### config.mk
export PLATFORM = sky130hd
export DESIGN_NAME = ea_gen
export DESIGN_NICKNAME = d
export VERILOG_FILES = /design/src/rtl/ea_pkg.sv /design/src/rtl/ea_decode.sv /design/src/rtl/ea_step.sv /design/src/rtl/ea_adder.sv /design/src/rtl/ea_gen.sv
export SDC_FILE = /design/constraint.sdc
export NUM_CORES = 1
export LEC_CHECK = 0
export ABC_AREA = 1
export BUFFER_PORTS_ARGS = -buffer_cell sky130_fd_sc_hd__buf_2
export CAP_MARGIN = 20
export CELL_PAD_IN_SITES_DETAIL_PLACEMENT = 0
export CELL_PAD_IN_SITES_GLOBAL_PLACEMENT = 1
export CORE_MARGIN = 2
export CORE_UTILIZATION = 39
export CTS_BUF_LIST = sky130_fd_sc_hd__clkbuf_8
export CTS_CLUSTER_SIZE = 30
export DETAILED_ROUTE_END_ITERATION = 6
export GPL_TIMING_DRIVEN = 0
export PLACE_DENSITY = 0.87
export SETUP_SLACK_MARGIN = 0.02
export SKIP_LAST_GASP = 1
export SYNTH_ARGS = -nofsm -noshare
export SYNTH_HDL_FRONTEND = slang
export SYNTH_HIERARCHICAL = 1
export SYNTH_SLANG_ARGS = --single-unit
### constraint.sdc
create_clock -name clk -period 4.39 [get_ports clk]
set_clock_uncertainty 0.15 [all_clocks]
set_input_delay 0.439 -clock clk [delete_from_list [all_inputs] [get_ports clk]]
set_output_delay 0.439 -clock clk [all_outputs]
set_load 0.005 [all_outputs]
### src/rtl/ea_pkg.sv
package ea_pkg;

    localparam int EA_DW = 32;

    localparam logic [3:0] M_DREG    = 4'd0;
    localparam logic [3:0] M_AREG    = 4'd1;
    localparam logic [3:0] M_IMM     = 4'd2;
    localparam logic [3:0] M_IND     = 4'd3;
    localparam logic [3:0] M_POST    = 4'd4;
    localparam logic [3:0] M_PRE     = 4'd5;
    localparam logic [3:0] M_DISP    = 4'd6;
    localparam logic [3:0] M_IDX     = 4'd7;
    localparam logic [3:0] M_ABSS    = 4'd8;
    localparam logic [3:0] M_ABSL    = 4'd9;
    localparam logic [3:0] M_PCDISP  = 4'd10;
    localparam logic [3:0] M_PCIDX   = 4'd11;

    localparam logic [1:0] SZ_BYTE = 2'd0;
    localparam logic [1:0] SZ_WORD = 2'd1;

    typedef enum logic [2:0] {
        OFF_NONE, OFF_D16, OFF_D8, OFF_ABS_S, OFF_ABS_L
    } off_kind_t;

    typedef enum logic [1:0] {
        UPD_NONE, UPD_POST, UPD_PRE
    } upd_kind_t;

    typedef struct packed {
        logic      mem_ref;
        logic      is_reg;
        logic      is_imm;
        logic      base_pc;
        logic      base_areg;
        logic      add_index;
        off_kind_t off;
        upd_kind_t upd;
    } ea_dec_t;

    function automatic logic [EA_DW-1:0] sext16(input logic [15:0] v);
        return {{(EA_DW-16){v[15]}}, v};
    endfunction

    function automatic logic [EA_DW-1:0] sext8(input logic [7:0] v);
        return {{(EA_DW-8){v[7]}}, v};
    endfunction

endpackage

### src/rtl/ea_decode.sv
module ea_decode
    import ea_pkg::*;
(
    input  logic [3:0] mode,
    output ea_dec_t    dec
);
    always_comb begin
        dec = '{mem_ref: 1'b0, is_reg: 1'b0, is_imm: 1'b0, base_pc: 1'b0,
                base_areg: 1'b0, add_index: 1'b0, off: OFF_NONE, upd: UPD_NONE};
        case (mode)
            M_DREG, M_AREG: dec.is_reg = 1'b1;
            M_IMM:          dec.is_imm = 1'b1;
            M_IND: begin
                dec.mem_ref = 1'b1; dec.base_areg = 1'b1;
            end
            M_POST: begin
                dec.mem_ref = 1'b1; dec.base_areg = 1'b1; dec.upd = UPD_POST;
            end
            M_PRE: begin
                dec.mem_ref = 1'b1; dec.base_areg = 1'b1; dec.upd = UPD_PRE;
            end
            M_DISP: begin
                dec.mem_ref = 1'b1; dec.base_areg = 1'b1; dec.off = OFF_D16;
            end
            M_IDX: begin
                dec.mem_ref = 1'b1; dec.base_areg = 1'b1;
                dec.add_index = 1'b1; dec.off = OFF_D8;
            end
            M_ABSS: begin
                dec.mem_ref = 1'b1; dec.off = OFF_ABS_S;
            end
            M_ABSL: begin
                dec.mem_ref = 1'b1; dec.off = OFF_ABS_L;
            end
            M_PCDISP: begin
                dec.mem_ref = 1'b1; dec.base_pc = 1'b1; dec.off = OFF_D16;
            end
            M_PCIDX: begin
                dec.mem_ref = 1'b1; dec.base_pc = 1'b1;
                dec.add_index = 1'b1; dec.off = OFF_D8;
            end
            default: ;
        endcase
    end
endmodule

### src/rtl/ea_step.sv
module ea_step
    import ea_pkg::*;
#(
    parameter int DW       = 32,
    parameter int REG_W    = 3,
    parameter int SP_REG   = 7,
    parameter bit SP_ALIGN = 1'b1
) (
    input  logic [1:0]       size,
    input  logic [REG_W-1:0] reg_num,
    output logic [DW-1:0]    step
);
    logic byte_bump;

    generate
        if (SP_ALIGN) begin : g_align
            assign byte_bump = (reg_num == REG_W'(SP_REG));
        end else begin : g_plain
            assign byte_bump = 1'b0;
        end
    endgenerate

    always_comb begin
        case (size)
            SZ_BYTE: step = byte_bump ? DW'(2) : DW'(1);
            SZ_WORD: step = DW'(2);
            default: step = DW'(4);
        endcase
    end
endmodule

### src/rtl/ea_adder.sv
module ea_adder
    import ea_pkg::*;
#(
    parameter int DW = 32
) (
    input  ea_dec_t       dec,
    input  logic [DW-1:0] areg_val,
    input  logic [DW-1:0] pc_val,
    input  logic [DW-1:0] index_val,
    input  logic [DW-1:0] ext_val,
    input  logic [DW-1:0] step,
    output logic [DW-1:0] sum,
    output logic [DW-1:0] upd_val
);
    logic [DW-1:0] base_t, index_t, off_t;

    always_comb begin
        if (dec.base_pc)        base_t = pc_val;
        else if (dec.base_areg) base_t = areg_val;
        else                    base_t = '0;

        index_t = dec.add_index ? index_val : '0;

        case (dec.off)
            OFF_D16, OFF_ABS_S: off_t = DW'(sext16(ext_val[15:0]));
            OFF_D8:             off_t = DW'(sext8(ext_val[7:0]));
            OFF_ABS_L:          off_t = ext_val;
            default:            off_t = (dec.upd == UPD_PRE) ? (~step + DW'(1)) : '0;
        endcase

        sum = base_t + index_t + off_t;
        upd_val = (dec.upd == UPD_POST) ? (areg_val + step) : sum;
    end
endmodule

### src/rtl/ea_gen.sv
module ea_gen
    import ea_pkg::*;
#(
    parameter int DW       = ea_pkg::EA_DW,
    parameter int ADDR_W   = 24,
    parameter int REG_W    = 3,
    parameter int SP_REG   = 7,
    parameter bit SP_ALIGN = 1'b1
) (
    input  logic              clk,
    input  logic              rst,
    input  logic              in_valid,
    input  logic [3:0]        mode,
    input  logic [1:0]        size,
    input  logic [REG_W-1:0]  reg_num,
    input  logic [DW-1:0]     areg_val,
    input  logic [DW-1:0]     index_val,
    input  logic [DW-1:0]     ext_val,
    input  logic [DW-1:0]     pc_val,
    output logic              out_valid,
    output logic [ADDR_W-1:0] ea,
    output logic              mem_ref,
    output logic              is_reg,
    output logic              is_imm,
    output logic              an_we,
    output logic [DW-1:0]     an_wdata
);
    typedef struct packed {
        logic              vld;
        logic [ADDR_W-1:0] addr;
        logic              mem;
        logic              rdir;
        logic              imm;
        logic              we;
        logic [DW-1:0]     wdata;
        logic [3:0]        mode;
        logic [REG_W-1:0]  rnum;
    } ea_out_t;

    ea_dec_t       dec;
    logic [DW-1:0] step, sum, upd_val;
    ea_out_t       q;

    ea_decode u_dec (.mode(mode), .dec(dec));

    ea_step #(.DW(DW), .REG_W(REG_W), .SP_REG(SP_REG), .SP_ALIGN(SP_ALIGN)) u_step (
        .size(size), .reg_num(reg_num), .step(step)
    );

    ea_adder #(.DW(DW)) u_add (
        .dec(dec), .areg_val(areg_val), .pc_val(pc_val), .index_val(index_val),
        .ext_val(ext_val), .step(step), .sum(sum), .upd_val(upd_val)
    );

    always_ff @(posedge clk) begin
        if (rst) begin
            q <= '0;
        end else begin
            q.vld   <= in_valid;
            q.addr  <= dec.mem_ref ? sum[ADDR_W-1:0] : '0;
            q.mem   <= dec.mem_ref;
            q.rdir  <= dec.is_reg;
            q.imm   <= dec.is_imm;
            q.we    <= in_valid && (dec.upd != UPD_NONE);
            q.wdata <= upd_val;
            q.mode  <= mode;
            q.rnum  <= reg_num;
        end
    end

    assign out_valid = q.vld;
    assign ea        = q.addr;
    assign mem_ref   = q.mem;
    assign is_reg    = q.rdir;
    assign is_imm    = q.imm;
    assign an_we     = q.we;
    assign an_wdata  = q.wdata;

    logic [ADDR_W-1:0] step_seen;
    assign step_seen = an_wdata[ADDR_W-1:0] - ea;

    assert_reset_clear_R1: assert property (@(posedge clk)
        rst |=> (!out_valid && !an_we && !mem_ref && ea == '0));

    assert_we_needs_valid_R2: assert property (@(posedge clk) disable iff (rst)
        an_we |-> out_valid);

    assert_nomem_zero_R3: assert property (@(posedge clk) disable iff (rst)
        (out_valid && (is_reg || is_imm)) |-> (!mem_ref && ea == '0 && !an_we));

    assert_post_step_R9: assert property (@(posedge clk) disable iff (rst)
        (out_valid && q.mode == M_POST) |->
            (an_we && (step_seen == ADDR_W'(1) || step_seen == ADDR_W'(2) ||
                       step_seen == ADDR_W'(4))));

    assert_pre_same_R10: assert property (@(posedge clk) disable iff (rst)
        (out_valid && q.mode == M_PRE) |-> (an_we && an_wdata[ADDR_W-1:0] == ea));

    assert_sp_even_R11: assert property (@(posedge clk) disable iff (rst)
        (out_valid && q.mode == M_POST && q.rnum == REG_W'(SP_REG) && SP_ALIGN)
            |-> (step_seen != ADDR_W'(1)));
endmodule

# --- Yosys cells after proc, flatten, opt, wreduce, memory -nomap -nowiden ---
# Index checks and enable logic that the tools add are counted.
op_classes:
  addsub: 4
  eq_ne: 19
  muxes: 16
  bitwise: 2
  n_reduce_logical: 12
ops:
  columns: ["operator", "count"]
  rows:
  - ["$mux 32", 5]
  - ["$add 32x32->32", 3]
  - ["$pmux 32 s3", 1]
  - ["$pmux 32 s2", 1]
  - ["$add 32x1->32 const B", 1]
  - ["$not 32->32", 1]
  - ["$eq 4x3->1 const B", 4]
  - ["$eq 4x4->1 const B", 4]
  - ["$pmux 3 s4", 1]
  - ["$reduce_or 2->1", 6]
  - ["$reduce_or 9->1", 1]
  - ["$eq 4x2->1 const B", 2]
  - ["$eq 3x2->1 const B", 2]
  - ["$eq 3x3->1 const B", 2]
  - ["$mux 1", 6]
  - ["$reduce_or 5->1", 1]
  - ["$eq 2x1->1 const B", 2]
  - ["$eq 4x1->1 const B", 1]
  - ["$logic_not 4->1", 1]
  - ["$pmux 2 s2", 1]
  - ["$eq 3x1->1 const B", 1]
  - ["$eq 2x2->1 const B", 1]
  - ["$logic_not 2->1", 1]
  - ["$mux 2", 1]
  - ["3 further kinds", 3]
word_totals:
  reg_bits: 61
  inputBits: 140
  out_inout_bits: 61
  word_cells: 60

# --- Longest topological paths before layout ---
# Gate-level depths: netlist (run 1).
depth:
  word_depth: 9
  depth_mapped: 32
  ltp_nobuf: 32

# --- Hierarchy ---
# The synthesis (run 1) kept the hierarchy.
by_module_without_submodules:
  columns: ["mod", "n_inst", "cells_each", "area_each_um2", "seq_area_each_um2"]
  rows:
  - ["ea_adder", 1, 1218, 6839.1, 0.0]
  - ["ea_gen", 1, 190, 1764.2, 1221.2]
  - ["ea_step", 1, 41, 269.0, 0.0]
  - ["ea_decode", 1, 28, 132.6, 0.0]

# --- Worst setup path after synthesis (run 1) ---
# OpenSTA, ideal clock, no wires.
synth_path:
  path_type: "input to register"
  from: "in mode[2]"
  to: "reg q (netlist bit ea[23])"
  setup_ns: 0.113
  arrival_time_ns: 3.775
  required_ns: 4.127
  slack_ns: 0.352
  stages: 28
  path_buffers: 1
  path_cell_list: "inv_2 -> nand2_2 -> nand2_2 -> nand2_2 -> nand2_1 -> nor3_4 -> nor2_1 -> nand2_1 -> nor2_2 -> buf_2 -> a22oi_1 -> fa_1 -> inv_1 -> ha_1 -> inv_1 -> fa_1 -> inv_1 -> nand2_1 -> a21oi_2 -> nand2_2 -> nand2_2 -> nand2_1 -> nand2_2 -> a21oi_2 -> or2_1 -> and2_1 -> inv_1 -> nor2_1"
synth_lines:
  columns: ["element", "line", "text"]
  rows:
  - ["from (decl)", "ea_gen.sv:13", "input logic [3:0] mode,"]
  - ["to (decl)", "ea_gen.sv:42", "ea_out_t q;"]

# --- Final worst setup path (run 1) ---
layout_path:
  from: "in reg_num[0]"
  to: "reg q (netlist bit an_wdata[31])"
layout_between:
  elab_chain_len: 9
  elab_cells_between_ends: 10
  classes_between: "3 x add/sub; 1 x eq/ne; 5 x mux; 1 x bitwise"
layout_rtl:
  columns: ["element", "line", "text"]
  rows:
  - ["from (decl)", "ea_gen.sv:15", "input logic [REG_W-1:0] reg_num,"]
  - ["$eq 3x3->1 (*)", "ea_step.sv:17", "assign byte_bump = (reg_num == REG_W'(SP_REG));"]
  - ["$mux 2 (*)", "ea_step.sv:25", "SZ_BYTE: step = byte_bump ? DW'(2) : DW'(1);"]
  - ["$pmux 32 s2 (*)", "ea_step.sv:24", "case (size)"]
  - ["net step[0]", "ea_gen.sv:41", "logic [DW-1:0] step, sum, upd_val;"]
  - ["$not 32->32", "ea_adder.sv:28", "default: off_t = (dec.upd == UPD_PRE) ? (~step + DW'(1)) : '0;"]
  - ["$add 32x1->32", "ea_adder.sv:28", null]
  - ["$mux 32", "ea_adder.sv:28", null]
  - ["$pmux 32 s3", "ea_adder.sv:24", "case (dec.off)"]
  - ["$add 32x32->32", "ea_adder.sv:31", "sum = base_t + index_t + off_t;"]
  - ["$mux 32 (*)", "ea_adder.sv:32", "upd_val = (dec.upd == UPD_POST) ? (areg_val + step) : sum;"]
  - ["net upd_val[31]", "ea_gen.sv:41", null]
# The timed path passes the listed nets; every way through them passes the cells marked *.
# A chain may end at the register's enable or synchronous reset.

==> results of run 1 <==
[path summary, 6_finish.rpt]
kind	slack [ns]	endpoint	start
worst max-delay path	0.22	an_wdata[31]	reg_num[0]
worst min-delay path	0.14	out_valid	in_valid
[final cells by class]
class	instances	area, sq um
Fill cell	2456	11300
Multi-Input combinational cell	1123	6950
Inverter	257	975
Sequential cell	61	1220
Timing Repair Buffer	219	1160
Clock inverter	7	100
Buffer	56	375
Clock buffer	9	124
Tap cell	285	357
[cells in the final DEF, fill, tap and decap left out, drive strengths merged, types with 29 or more instances in the layout]
master	instances
a21oi	117
a22oi	35
buf	260
conb	29
dfxtp	61
fa	33
ha	62
inv	254
nand2	338
nand3	79
nor2	197
o21ai	83
[through the flow]
step           instances  utilization
2_1_floorplan       1497            -
3_3_place_gp        1981        0.461
3_5_place_dp        1981        0.461
4_1_cts             2000        0.477
5_1_grt             2017        0.499
6_report            2017        0.499
[layer usage]
layer | GRT usage | routed length, um | up-vias
met3 | 0.0281 | 2680 | 55
li1 | - | - | 5205
met2 | 0.467 | 16000 | 416
met1 | 0.411 | 16300 | 4692
met5 | 0 | 0 | -
met4 | 0.0983 | 1210 | 0
[where the power goes]
group / leakage [nW] / internal (W) / switching (W)
registers: 0.501 / 0.000617 / 0.0000119
logic: 5.33 / 0.000509 / 0.000860
clock network: 0.102 / 0.000321 / 0.000255
total: 5.94 / 0.00145 / 0.00113
[timing repair]
action | CTS | global route
setup endpoints to repair | 38 | 33
hold endpoints to repair | 0 | 0
gates resized for setup | 29 | 103
setup buffers | 3 | 17
pin swaps | 3 | 33
cloned | 0 | 0
==> run_results.csv, run 1 <==
group,metric,value,unit
global_routing,grt_start_max_net_pins,13,
place,placed_cell_area,0.0104,sq mm
layout,drive_above_1_share,0.256,
logic_synthesis,synthCells,1469,
routing,vias,10400,
worst_setup_path,cp_data_required_time,4.54,ns
floorplanning,die_h,156,um
place,port_buffers,199,
worst_setup_path,slowest_stage,"fa_1",
floorplanning,core_area,0.0226,sq mm
logic_synthesis,synth.avg_cell_area,6.10,sq um
layout,postLayoutCellArea,0.0113,sq mm
sta,min_period_over_period,0.950,
clock_tree,numCtsBuffers,9,
worst_setup_path,crit_buf_inv,6,
worst_setup_path,crit_family,"simple AND/OR/NAND/NOR gates",
place,post-place-ws,-0.876,ns
min_path,hold_class,"in -> reg",
pwr,p_per_area,229,mW/mm^2
min_path,hold_depth,3,
clock_tree,cts_max_level,3,
sta,fin_ws,0.220,ns
worst_setup_path,start_kind,"primary input",
sta,hold_viol,0,
sta,rsz0062_at_grt,"yes",
sta,worst_pin_slew,0.748,ns
place,hpwl,31.2,mm
sta,slew_headroom,0.501,
layout,syn_to_final_growth,25.8,%
routing,drt-initial-drc-count,668,
sta,period_minus_slack,4.17,ns
pwr,total_power,0.00258,W
floorplanning,dieArea,0.0242,sq mm
routing,antenna_left,0,
floorplanning,ios,201,
sta,finalSetupViolations,0,
global_routing,antenna_found_initial,0,
worst_setup_path,crit_type,"in -> reg",
routing,dr.pass1.iters,5,
worst_setup_path,setup.worst_path.end_class,"register",
worst_setup_path,max_stage_delay,0.44,ns
layout,largest_reg_flops,32,
sta,maxClockFrequency,240,MHz
clock_tree,clk_pin_slew_worst_paths,0.09,ns
layout,final_nets,1962,
sta,finalSetupTns,0,ns
routing,drc,0,
global_routing,grt_pass1_wl,52.9,mm
clock_tree,cts_root_buf,"clkbuf_8",
routing,routedWlPerCell,17.9,um
logic_synthesis,synth_warnings,6,
worst_setup_path,cpMostUsedCell,"nand2_1",
run_status,status,"complete, no violations",
sta,whs,0.141,ns
global_routing,grtUsageTotal,0.291,
clock_tree,cts.path.max_buffers,2,
floorplanning,start_util,0.397,
pwr,peakVddDrop,0.000127,V
clock_tree,cts.sinks,61,
global_routing,grt_pass1_vias,9638,
routing,vias_per_cell,5.14,
clock_tree,cts_tree,"built",
worst_setup_path,critPathMaxFanout,5,
layout,antenna_cells,0,
logic_synthesis,syn_area,0.00895,sq mm
floorplanning,die_w,156,um
global_routing,overflow,0,
worst_setup_path,cp_data_arrival_time,4.32,ns
floorplanning,row_count,55,
place,gp_congestion,0.956,
sta,slew_viol_final,0,
pwr,p_leak,5.94,nW
worst_setup_path,critical_path_cell_count,28,
routing,totalWireLength,36.2,mm
job,maxCapViolations,0,
clock_tree,cts_hold_buf,0,
(Power assumes the default switching activity.)
==> run 2, diff against run 1 <==
Settings changed: ABC_CLOCK_PERIOD_IN_PS from default to 4390, CORE_MARGIN 2 to 10, REMOVE_ABC_BUFFERS from default to 1.
==> run 2 against run 1 <==
  * Hold slack lost 0.027 ns
  * Sequential power is essentially flat
  * Utilization is 1.2 points lower
  * Critical path type unchanged
  * Critical endpoint is now an_wdata[16]
  * Largest power group unchanged
==> run_results.csv, run 2 (synthesis results as in run 1) <==
group,metric,value,unit
worst_setup_path,crit_family,"simple AND/OR/NAND/NOR gates",
global_routing,grt_start_max_net_pins,44,
floorplanning,dieArea,0.0294,sq mm
pwr,clockPowerShare,0.211,
floorplanning,core_area,0.0226,sq mm
routing,totalWireLength,36.5,mm
clock_tree,numCtsBuffers,9,
clock_tree,cts.path.max_buffers,2,
global_routing,grt_pass1_wl,54.5,mm
place,post-place-ws,-1.52,ns
floorplanning,start_util,0.396,
routing,drc,0,
sta,min_period_over_period,0.964,
run_status,status,"complete, no violations",
pwr,net-switching-power,0.00113,W
clock_tree,cts_tree,"built",
floorplanning,die_h,172,um
routing,drt-initial-drc-count,741,
routing,vias,10200,
layout,final_common_cell,"nand2_1",
worst_setup_path,critPathMaxFanout,7,
worst_setup_path,crit_buf_inv,7,
pwr,peakVddDrop,0.000118,V
sta,worst_pin_slew,0.951,ns
routing,antenna_left,0,
pwr,p_per_area,225,mW/mm^2
pwr,internal_power,0.00135,W
sta,fin_ws,0.160,ns
clock_tree,clk_pin_slew_worst_paths,0.09,ns
worst_setup_path,max_stage_delay,0.49,ns
floorplanning,die_w,172,um
pwr,p_comb_frac,0.536,
global_routing,antenna_found_initial,1,
job,maxCapViolations,0,
layout,final_cell_mix,"nand2_1 (306), inv_1 (241), buf_2 (200)",
layout,syn_to_final_growth,23.1,%
floorplanning,row_count,55,
clock_tree,cts_root_buf,"clkbuf_8",
layout,final_nets,1913,
floorplanning,ios,201,
place,port_buffers,200,
sta,maxClockFrequency,236,MHz
pwr,p_seq_frac,0.253,
sta,rsz0062_at_grt,"yes",
worst_setup_path,start_kind,"primary input",
worst_setup_path,cp_data_arrival_time,4.37,ns
pwr,p_leak,5.74,nW
worst_setup_path,cpMostUsedCell,"nand2_1",
worst_setup_path,slowest_stage,"fa_1",
sta,period_minus_slack,4.23,ns
worst_setup_path,cp_data_required_time,4.53,ns
global_routing,overflow,0,
pwr,swShare,0.455,
layout,largest_reg_flops,32,
global_routing,grtUsageTotal,0.242,
worst_setup_path,crit_type,"in -> reg",
place,hpwl,30.0,mm
place,gp_congestion,0.974,
sta,slew_headroom,0.366,
sta,hold_viol,0,
sta,finalSetupViolations,0,
routing,dr.pass1.iters,5,
sta,slew_viol_final,0,
layout,drive_above_1_share,0.241,
worst_setup_path,setup.worst_path.end_class,"register",
clock_tree,cts_max_level,3,
routing,routedWlPerCell,18.5,um
clock_tree,cts_hold_buf,0,
layout,final_core_util,0.487,
min_path,hold_class,"in -> reg",
global_routing,grt_pass1_vias,9912,
clock_tree,cts.sinks,61,
routing,vias_per_cell,5.18,
run 2: changes by cell type in the layout (fill, tap and decap cells not counted), sizes merged:
| cell | change |
|---|---|
| buf | -36 |
| bufinv | -1 |
| clkbuf | -15 |
| clkinvlp | -1 |
| diode | +1 |
| inv | +2 |
| nor2 | +2 |
run 2: layout make-up:
type	instances	area [sq um]
fill	2455	11600
multi-input combinational	1125	7050
timing repair buffer	224	1230
sequential	61	1220
inverter	257	976
tap	285	357
clock buffer	9	124
clock inverter	7	68.8
antenna	1	2.50
run 2: worst paths after layout:
| path | slack [ns] | end | cells after the start | startpoint |
|---|---|---|---|---|
| max | 0.16 | an_wdata[16] | 25 | mode[1] |
| min | 0.11 | out_valid | 3 | in_valid |
run 2: what timing repair did:
action / CTS / global route
pin swaps: 11 / 26
cloned: 2 / 0
hold endpoints to repair: 0 / 0
gates resized for setup: 32 / 88
buffers inserted: 9 / 13
setup endpoints to repair: 47 / 36
run 2: power by group through the flow:
stage | Combinational [W] | Clock, W | Sequential, W
2_1_floorplan | 0.000771 | 0 | 0.000656
3_3_place_gp | 0.00117 | 0 | 0.000641
3_5_place_dp | 0.00117 | 0 | 0.000642
4_1_cts | 0.00121 | 0.000541 | 0.000630
5_1_grt | 0.00148 | 0.000557 | 0.000638
6_report | 0.00133 | 0.000524 | 0.000629
run 2: through the flow:
stage	power, W	hold WS [ns]	area (sq um)	TNS [ns]	instances
after floorplan	0.00143	0.360	8710	-6.47	1441
after global placement	0.00181	0.500	10100	-112.90	1926
after detailed placement	0.00182	0.499	10100	-50.14	1928
after CTS	0.00238	0.0928	10500	0	1955
after global routing	0.00268	0.129	11000	-0.210	1969
final	0.00248	0.114	11000	0	1969
run 2: metal layers:
layer	up-vias	part of all wire	track usage
met5	-	0	0
met4	0	0.021	0.0658
met3	46	0.072	0.0351
met2	355	0.46	0.396
met1	4690	0.45	0.324
li1	5115	-	-
run 2: tightest hold or removal path, delay by kind of cell:
family        cells  cell delay, ns
buf+inv           2            0.11
simple gates      1            0.05
==> run 3, diff against run 2 <==
--- a/config.mk
+++ b/config.mk
@@ -13,4 +13,4 @@
 export CELL_PAD_IN_SITES_GLOBAL_PLACEMENT = 1
-export CORE_MARGIN = 10
-export CORE_UTILIZATION = 39
+export CORE_MARGIN = 8
+export CORE_UTILIZATION = 35
 export CTS_BUF_LIST = sky130_fd_sc_hd__clkbuf_8
@@ -19,3 +19,3 @@
 export GPL_TIMING_DRIVEN = 0
-export PLACE_DENSITY = 0.87
+export PLACE_DENSITY = 0.79
 export REMOVE_ABC_BUFFERS = 1
--- a/constraint.sdc
+++ b/constraint.sdc
@@ -4,2 +4,2 @@
 set_output_delay 0.439 -clock clk [all_outputs]
-set_load 0.005 [all_outputs]
+set_load 0.05 [all_outputs]
==> run 3 against run 2 <==
  * Clock power down 11%
  * Total power rose by 6.9%
  * Non-clock buffer count rose by 2
  * Design area increased by 0.39%
  * Hold slack gained 0.0041 ns
  * Routed wire length grew 0.21%
  * Utilization fell by 4.7 points
  * Die area grew 5.2%
  * Critical path type unchanged
==> run_results.csv, run 3 (synthesis results as in run 1) <==
group,metric,value,unit
global_routing,grt_pass1_wl,54.9,mm
floorplanning,die_w,176,um
sta,period_minus_slack,4.22,ns
clock_tree,cts_tree,"built",
layout,drive_above_1_share,0.241,
floorplanning,row_count,58,
floorplanning,die_h,176,um
clock_tree,clk_pin_slew_worst_paths,0.09,ns
worst_setup_path,cp_data_required_time,4.46,ns
clock_tree,cts.path.max_buffers,2,
layout,final_core_util,0.439,
pwr,peakVddDrop,0.000161,V
clock_tree,cts_hold_buf,0,
sta,finalSetupViolations,0,
pwr,p_comb_frac,0.587,
pwr,p_per_area,240,mW/mm^2
global_routing,overflow,0,
floorplanning,ios,201,
routing,antenna_left,0,
place,placed_cell_area,0.0102,sq mm
sta,maxClockFrequency,237,MHz
sta,min_period_over_period,0.962,
pwr,internal_power,0.00130,W
pwr,clockPowerShare,0.176,
pwr,p_seq_frac,0.237,
layout,final_nets,1915,
layout,largest_reg_flops,32,
layout,syn_to_final_growth,23.6,%
min_path,min_from,"in_valid",
clock_tree,numCtsBuffers,9,
min_path,whs_endpoint,"out_valid",
run_status,status,"complete, no violations",
global_routing,antenna_found_initial,0,
worst_setup_path,start_kind,"primary input",
floorplanning,core_area,0.0252,sq mm
layout,final_cell_mix,"nand2_1 (305), inv_1 (238), buf_2 (200)",
place,port_buffers,200,
routing,vias_per_cell,5.02,
worst_setup_path,critPathMaxFanout,5,
pwr,swShare,0.509,
routing,drc,0,
place,hpwl,30.4,mm
job,maxCapViolations,0,
pwr,p_leak,5.76,nW
min_path,hold_depth,3,
routing,totalWireLength,36.5,mm
worst_setup_path,cp_data_arrival_time,4.29,ns
sta,slew_headroom,0.348,
sta,worst_pin_slew,0.977,ns
pwr,net-switching-power,0.00135,W
global_routing,grt_start_max_net_pins,44,
sta,slew_viol_final,0,
worst_setup_path,slowest_stage,"fa_1",
floorplanning,start_util,0.356,
floorplanning,dieArea,0.0310,sq mm
routing,routedWlPerCell,18.1,um
routing,vias,10100,
clock_tree,cts_root_buf,"clkbuf_8",
min_path,hold_class,"in -> reg",
sta,hold_viol,0,
place,gp_congestion,0.909,
routing,drt-initial-drc-count,777,
layout,postLayoutCellArea,0.0111,sq mm
global_routing,grt_pass1_vias,9926,
worst_setup_path,setup.worst_path.end_class,"register",
sta,fin_ws,0.167,ns
layout,final_common_cell,"nand2_1",
place,post-place-ws,-1.48,ns
sta,rsz0062_at_grt,"yes",
clock_tree,cts.sinks,61,
clock_tree,cts_max_level,3,
global_routing,grtUsageTotal,0.230,
routing,dr.pass1.iters,5,
worst_setup_path,crit_type,"in -> reg",
layout,antenna_cells,0,
worst_setup_path,max_stage_delay,0.49,ns
## run 3: changes by cell type in the layout (fill, tap and decap cells not counted), moves of 2 or more
cell | before | now
a21oi_2 | 19 | 15
nand2_4 | 2 | 4
o21ai_0 | 56 | 53
o21ai_1 | 18 | 21
a21oi_1 | 94 | 98
nand3_2 | 3 | 5
inv_1 | 241 | 238
## run 3: through the flow
stage | instances | TNS, ns | power (W) | hold slack [ns]
6_report | 2014 | 0 | 0.00266 | 0.118
2_1_floorplan | 1441 | -6.47 | 0.00165 | 0.360
5_1_grt | 2014 | -0.150 | 0.00286 | 0.119
3_3_place_gp | 1971 | -120.89 | 0.00204 | 0.504
4_1_cts | 1996 | 0 | 0.00256 | 0.0923
3_5_place_dp | 1973 | -51.98 | 0.00205 | 0.512
## run 3: cell type report
| type | instances | area [sq um] |
|---|---|---|
| fill | 2771 | 14100 |
| multi-input combinational | 1125 | 7040 |
| timing repair buffer | 226 | 1240 |
| sequential | 61 | 1220 |
| inverter | 257 | 980 |
| tap | 330 | 413 |
| clock buffer | 9 | 124 |
| clock inverter | 6 | 41.3 |
## run 3: worst max-delay path by stage
| stage | end | depth (start not counted) | slack (ns) | from |
|---|---|---|---|---|
| 3_3_place_gp | an_wdata[17] | 25 | -2.76 | mode[2] |
| 5_1_grt | an_wdata[17] | 31 | -0.04 | mode[3] |
| 4_1_cts | an_wdata[31] | 30 | 0.02 | size[1] |
| 3_5_place_dp | an_wdata[31] | 26 | -1.48 | mode[2] |
| 6_report | an_wdata[18] | 29 | 0.17 | size[1] |
| 2_1_floorplan | ea[23] | 22 | -0.44 | mode[2] |
## run 3: worst max-delay path, delay by kind of cell
family                     cells  cell delay (ns)
adders and majority gates      3             0.99
and+or+nand+nor               13             1.36
xor gates and xnor gates       1             0.21
buffers and inverters          8             0.69
AOI/OAI and AO/OA              4             0.59
## run 3: routing by layer
metal | global-route usage | part of all wire | vias to the layer above
li1 | - | - | 5120
met1 | 0.303 | 0.46 | 4649
met2 | 0.376 | 0.46 | 294
met3 | 0.0363 | 0.057 | 49
met4 | 0.0777 | 0.028 | 0
met5 | 0 | 0 | -
## run 3: what timing repair did
item	4_1_cts	5_1_grt
gates resized for setup	35	91
buffers inserted	6	18
endpoints found under the setup margin	48	36
pin swaps	9	22
gates cloned	2	0
## run 3: power groups by stage
stage | Sequential [W] | Combinational [W] | Clock, W
after floorplan | 0.000876 | 0.000771 | 0
after global routing | 0.000638 | 0.00171 | 0.000509
final | 0.000630 | 0.00156 | 0.000466
after CTS | 0.000632 | 0.00144 | 0.000490
after global placement | 0.000642 | 0.00140 | 0
after detailed placement | 0.000644 | 0.00140 | 0
